### src/rtl/spi_regif_pkg.sv
package spi_regif_pkg;
  localparam int WORD_W = 16;
  localparam int ADDR_W = 5;
  localparam int DATA_W = 8;
  localparam int NCH    = 4;
  localparam int DIAG_W = 4;

  typedef struct packed {
    logic              wd;
    logic [1:0]        spare;
    logic [ADDR_W-1:0] addr;
    logic [DATA_W-1:0] data;
  } cmd_t;

  typedef struct packed {
    logic              wd;
    logic              uv;
    logic              ov;
    logic [ADDR_W-1:0] addr;
    logic [NCH-1:0]    flt;
    logic [DIAG_W-1:0] diag;
  } status_t;
endpackage

### src/rtl/spi_edge_sync.sv
module spi_edge_sync #(
  parameter int          N       = 3,
  parameter int          STAGES  = 2,
  parameter logic [N-1:0] RST_VAL = '0
) (
  input  logic         clk,
  input  logic         rst,
  input  logic [N-1:0] din,
  output logic [N-1:0] lvl,
  output logic [N-1:0] rise,
  output logic [N-1:0] fall
);
  logic [N-1:0] pipe [STAGES];
  logic [N-1:0] prev;

  always_ff @(posedge clk) begin
    if (rst) begin
      for (int i = 0; i < STAGES; i++) pipe[i] <= RST_VAL;
      prev <= RST_VAL;
    end else begin
      pipe[0] <= din;
      for (int i = 1; i < STAGES; i++) pipe[i] <= pipe[i-1];
      prev <= pipe[STAGES-1];
    end
  end

  assign lvl  = pipe[STAGES-1];
  assign rise = lvl & ~prev;
  assign fall = ~lvl & prev;
endmodule

### src/rtl/spi_frame_shifter.sv
module spi_frame_shifter
  import spi_regif_pkg::*;
#(
  parameter int CNT_W = 7
) (
  input  logic              clk,
  input  logic              rst,
  input  logic              cs_low,
  input  logic              cs_fall,
  input  logic              cs_rise,
  input  logic              sck_rise,
  input  logic              sck_fall,
  input  logic              din,
  input  logic [WORD_W-1:0] status_i,
  output logic              dout,
  output logic              dout_en,
  output logic              frame_end,
  output logic              frame_ok,
  output logic [WORD_W-1:0] frame_cmd
);
  localparam int LOW_W = $clog2(WORD_W);

  logic [WORD_W-1:0] shreg;
  logic [CNT_W-1:0]  nbits;

  always_ff @(posedge clk) begin
    if (rst) begin
      shreg     <= '0;
      nbits     <= '0;
      dout      <= 1'b0;
      dout_en   <= 1'b0;
      frame_end <= 1'b0;
      frame_ok  <= 1'b0;
      frame_cmd <= '0;
    end else begin
      dout_en   <= cs_low;
      frame_end <= cs_rise;
      if (cs_fall) begin
        shreg <= status_i;
        dout  <= status_i[WORD_W-1];
        nbits <= '0;
      end else if (cs_low) begin
        if (sck_rise) begin
          shreg <= {shreg[WORD_W-2:0], din};
          if (nbits != '1) nbits <= nbits + 1'b1;
        end
        if (sck_fall) dout <= shreg[WORD_W-1];
      end
      if (cs_rise) begin
        frame_ok  <= (nbits != '0) && (nbits[LOW_W-1:0] == '0);
        frame_cmd <= shreg;
      end
    end
  end
endmodule

### src/rtl/spi_status_ctl.sv
module spi_status_ctl
  import spi_regif_pkg::*;
#(
  parameter logic [ADDR_W-1:0] SEL_ADDR = 5'h10
) (
  input  logic              clk,
  input  logic              rst,
  input  logic              frame_end,
  input  logic              frame_ok,
  input  logic [WORD_W-1:0] frame_cmd,
  input  logic [NCH-1:0]    chan_fault,
  input  logic              uv_in,
  input  logic              ov_in,
  input  logic [DIAG_W-1:0] diag_data,
  output logic [WORD_W-1:0] status_o,
  output logic              wr_en,
  output logic [ADDR_W-1:0] wr_addr,
  output logic [DATA_W-1:0] wr_data,
  output logic [2:0]        sel_src,
  output logic [1:0]        sel_ch
);
  cmd_t              cmd;
  status_t           st;
  logic              last_wd;
  logic [ADDR_W-1:0] last_addr;
  logic              uv_st, ov_st;
  logic [NCH-1:0]    flt_st;

  assign cmd = cmd_t'(frame_cmd);

  always_comb begin
    st.wd    = last_wd;
    st.uv    = uv_st;
    st.ov    = ov_st;
    st.addr  = last_addr;
    st.flt   = flt_st;
    st.diag  = diag_data;
    status_o = st;
  end

  always_ff @(posedge clk) begin
    if (rst) begin
      last_wd   <= 1'b0;
      last_addr <= '0;
      uv_st     <= 1'b0;
      ov_st     <= 1'b0;
      flt_st    <= '0;
      wr_en     <= 1'b0;
      wr_addr   <= '0;
      wr_data   <= '0;
      sel_src   <= '0;
      sel_ch    <= '0;
    end else begin
      wr_en <= 1'b0;
      if (frame_end && frame_ok) begin
        last_wd   <= cmd.wd;
        last_addr <= cmd.addr;
        wr_en     <= 1'b1;
        wr_addr   <= cmd.addr;
        wr_data   <= cmd.data;
        if (cmd.addr == SEL_ADDR) begin
          sel_src <= cmd.data[2:0];
          sel_ch  <= cmd.data[4:3];
        end
        uv_st  <= uv_in;
        ov_st  <= ov_in;
        flt_st <= chan_fault;
      end else begin
        uv_st  <= uv_st | uv_in;
        ov_st  <= ov_st | ov_in;
        flt_st <= flt_st | chan_fault;
      end
    end
  end
endmodule

### src/rtl/spi_frame_regif.sv
module spi_frame_regif
  import spi_regif_pkg::*;
#(
  parameter int                SYNC_STAGES = 2,
  parameter int                CNT_W       = 7,
  parameter logic [ADDR_W-1:0] SEL_ADDR    = 5'h10
) (
  input  logic              clk,
  input  logic              rst,
  input  logic              spi_sck,
  input  logic              spi_cs_n,
  input  logic              spi_din,
  output logic              spi_dout,
  output logic              spi_dout_en,
  output logic              reg_wr_en,
  output logic [ADDR_W-1:0] reg_wr_addr,
  output logic [DATA_W-1:0] reg_wr_data,
  input  logic [NCH-1:0]    chan_fault,
  input  logic              uv_in,
  input  logic              ov_in,
  output logic [2:0]        diag_src,
  output logic [1:0]        diag_ch,
  input  logic [DIAG_W-1:0] diag_data
);
  localparam int IX_SCK = 0;
  localparam int IX_CS  = 1;
  localparam int IX_DIN = 2;

  logic [2:0]        s_lvl, s_rise, s_fall;
  logic              frame_end, frame_ok;
  logic [WORD_W-1:0] frame_cmd, status_w;

  spi_edge_sync #(.N(3), .STAGES(SYNC_STAGES), .RST_VAL(3'b010)) sync_i (
    .clk (clk),
    .rst (rst),
    .din ({spi_din, spi_cs_n, spi_sck}),
    .lvl (s_lvl),
    .rise(s_rise),
    .fall(s_fall)
  );

  spi_frame_shifter #(.CNT_W(CNT_W)) shift_i (
    .clk      (clk),
    .rst      (rst),
    .cs_low   (~s_lvl[IX_CS]),
    .cs_fall  (s_fall[IX_CS]),
    .cs_rise  (s_rise[IX_CS]),
    .sck_rise (s_rise[IX_SCK]),
    .sck_fall (s_fall[IX_SCK]),
    .din      (s_lvl[IX_DIN]),
    .status_i (status_w),
    .dout     (spi_dout),
    .dout_en  (spi_dout_en),
    .frame_end(frame_end),
    .frame_ok (frame_ok),
    .frame_cmd(frame_cmd)
  );

  spi_status_ctl #(.SEL_ADDR(SEL_ADDR)) ctl_i (
    .clk       (clk),
    .rst       (rst),
    .frame_end (frame_end),
    .frame_ok  (frame_ok),
    .frame_cmd (frame_cmd),
    .chan_fault(chan_fault),
    .uv_in     (uv_in),
    .ov_in     (ov_in),
    .diag_data (diag_data),
    .status_o  (status_w),
    .wr_en     (reg_wr_en),
    .wr_addr   (reg_wr_addr),
    .wr_data   (reg_wr_data),
    .sel_src   (diag_src),
    .sel_ch    (diag_ch)
  );
endmodule

### config.mk
export PLATFORM = sky130hd
export DESIGN_NAME = spi_frame_regif
export DESIGN_NICKNAME = d
export VERILOG_FILES = /design/src/rtl/spi_regif_pkg.sv /design/src/rtl/spi_edge_sync.sv /design/src/rtl/spi_frame_shifter.sv /design/src/rtl/spi_status_ctl.sv /design/src/rtl/spi_frame_regif.sv
export SDC_FILE = /design/constraint.sdc
export NUM_CORES = 1
export LEC_CHECK = 0
export BUFFER_PORTS_ARGS = -buffer_cell sky130_fd_sc_hd__buf_2
export CORE_AREA = 2 2 99 101
export DETAILED_ROUTE_END_ITERATION = 6
export DIE_AREA = 0 0 101 103
export HOLD_SLACK_MARGIN = 0.08
export PLACE_DENSITY = 0.63
export RECOVER_POWER = 100
export REMOVE_ABC_BUFFERS = 1
export SYNTH_ARGS = -nofsm -noshare
export SYNTH_HDL_FRONTEND = slang
export SYNTH_HIERARCHICAL = 1
export SYNTH_SLANG_ARGS = --single-unit
### constraint.sdc
create_clock -name clk -period 1.55 [get_ports clk]
set_input_delay 0 -clock clk [delete_from_list [all_inputs] [get_ports clk]]
set_output_delay 0 -clock clk [all_outputs]
set_load 0.1 [all_outputs]
==> results_dict.tcl <==
set metrics [dict create \
    hold_ws_ns 0.362 \
    cts_tree "yes" \
    htree_num_levels 3 \
    startpoint_type "flop" \
    die_x_um 101 \
    drive_gt1_share_pct 17.9 \
    cts_setup_buffers 0 \
    wl_met3_um 342 \
    drt_iter0_markers 114 \
    gr-usage-all-layers_pct 13.1 \
    root_buffer "clkbuf_8" \
    cp-end-kind "flop" \
    ir_drop_mv 0.585 \
    worstPathArrival_ns 1.67 \
    cpLargestDelayFamily "flip-flops" \
    worst_slack_ns 0.162 \
    wl_um 6230 \
    firstDrtPassIters 4 \
    placed_cells 458 \
    layout_commonest_cell "dfxtp_1" \
    crit_buf_inv 1 \
    die_h_um 103 \
    hold_class "in -> reg" \
    initial_utilization_pct 32.6 \
    powerDensity_mw_per_mm2 1070 \
    hold_viol 0 \
    area_delta_synth_final_pct 17.7 \
    avgSynthCellArea_um2 9.19 \
    path_cells "nor2b_1, buf_6, nand2_4, a31oi_2, mux2i_1" \
    drv_cap 0 \
    synth_cells 336 \
    gp_congestion 0.787 \
    maxSlewViolCount 0 \
    num_io_pins 36 \
    diodes 0 \
    path_class "reg -> reg" \
    post-place-ws_ns 0.182 \
    tightestPinTransition_ns 0.549 \
    post_drt_wl_per_cell_um 12.8 \
    grt_max_degree 44 \
    slowest_stage "dfxtp_1" \
    drtAntennaViolNets 0 \
    stdcell_count 488 \
    drc 0 \
    clk_pin_slew_ns 0.08 \
    grt_pass1_vias 2225 \
    route.met2.wl_um 2810 \
    m1WireLength_um 2950 \
    clkSinkCount 75 \
    coreArea_mm2 0.00946 \
    numCtsBuffers 9 \
    placedInstanceArea_mm2 0.00328 \
    highest_layer "met4" \
    cpPeakStageDelay_ns 0.34 \
    required_ns 1.83 \
    critPathMaxFanout 20 \
    viasPerCell 4.79 \
    antenna_found_initial 0 \
    finalSetupViolations 0 \
    run_status "complete, no violations" \
    slew_headroom_pct 63.6 \
    syn_area_mm2 0.00309 \
    min_period_ns 1.39 \
    rsz0062_at_grt "no" \
    fmax_mhz 720 \
    final.period_utilization_pct 89.6 \
    port_buffers 35 \
    grt_overflow 0 \
    fin_area_mm2 0.00364 \
    fp-row-count 36 \
    final_net_count 386 \
    yosys_warnings 6 \
    clock_latency_ns 0.36 \
    dieArea_mm2 0.0104 \
    grt_pass1_wl_um 10600 \
    dp_hpwl_um 4080 \
    tns_ns 0 \
    most-common-layout-cells "75 x dfxtp_1, 33 x nand2_1, 26 x nor2b_1, 25 x nor2_1" \
    vias 2338 \
    cts.path.max_buffers 2 \
    leakage_nw 1.44 \
    fin_skew_ns 0.00890 \
]
worst min-delay path, cell delays in order:
cell	delay [ns]
dlygate4sd3_1	0.52
buf_2	0.09
or2_1	0.08
repair_timing:
item                       in CTS  in global routing
hold buffers                   14                  0
gates resized for setup         0                  1
setup endpoints to repair       0                  3
hold endpoints to repair       16                  0
final cells by class:
class	instances	area, µm²
Fill cell	962	5820
Sequential cell	75	1500
Multi-Input combinational cell	219	1340
Timing Repair Buffer	60	414
Tap cell	114	143
Clock buffer	10	138
Clock inverter	6	88.8
Inverter	4	15.0
stage by stage:
| stage | total power [mW] | utilization [%] |
|---|---|---|
| 6_report | 3.91 | 38.4 |
| 4_1_cts | 3.95 | 38.6 |
| 3_5_place_dp | 2.24 | 34.7 |
| 2_1_floorplan | 2.15 | - |
| 5_1_grt | 4.07 | 38.4 |
| 3_3_place_gp | 2.24 | 34.7 |
flip-flops by register name (all words and copies together), names as in the netlist, 3 cells and up:
name / flops
shift_i/shreg: 16
shift_i/frame_cmd: 14
ctl_i/sel_src: 3
ctl_i/last_addr: 5
sync_i/pipe: 6
ctl_i/wr_data: 8
ctl_i/flt_st: 4
shift_i/nbits: 7
power breakdown:
group | total [mW] | switching [mW] | internal (mW)
sequential | 2.00 | 0.0277 | 1.97
combinational | 0.218 | 0.115 | 0.103
clock | 1.69 | 0.740 | 0.949
per-layer routing:
metal | global-route usage (%) | up-vias
li1 | - | 1196
met1 | 16.9 | 1076
met2 | 20.2 | 55
met4 | 6.96 | 0
met5 | 0 | -
met3 | 3.46 | 11
final timing paths:
| path | cells after the start | end | startpoint | slack (ns) |
|---|---|---|---|---|
| setup / recovery | 5 | shift_i/nbits[1] | sync_i/pipe[0][3] | 0.16 |
| hold / removal | 3 | sync_i/pipe[0][1] | spi_cs_n | 0.36 |
| setup reg to reg | 5 | shift_i/nbits[1] | sync_i/pipe[0][3] | 0.16 |
| hold reg to reg | 1 | sync_i/pipe[0][4] | sync_i/pipe[0][1] | 0.41 |
(Power assumes the default switching activity.)
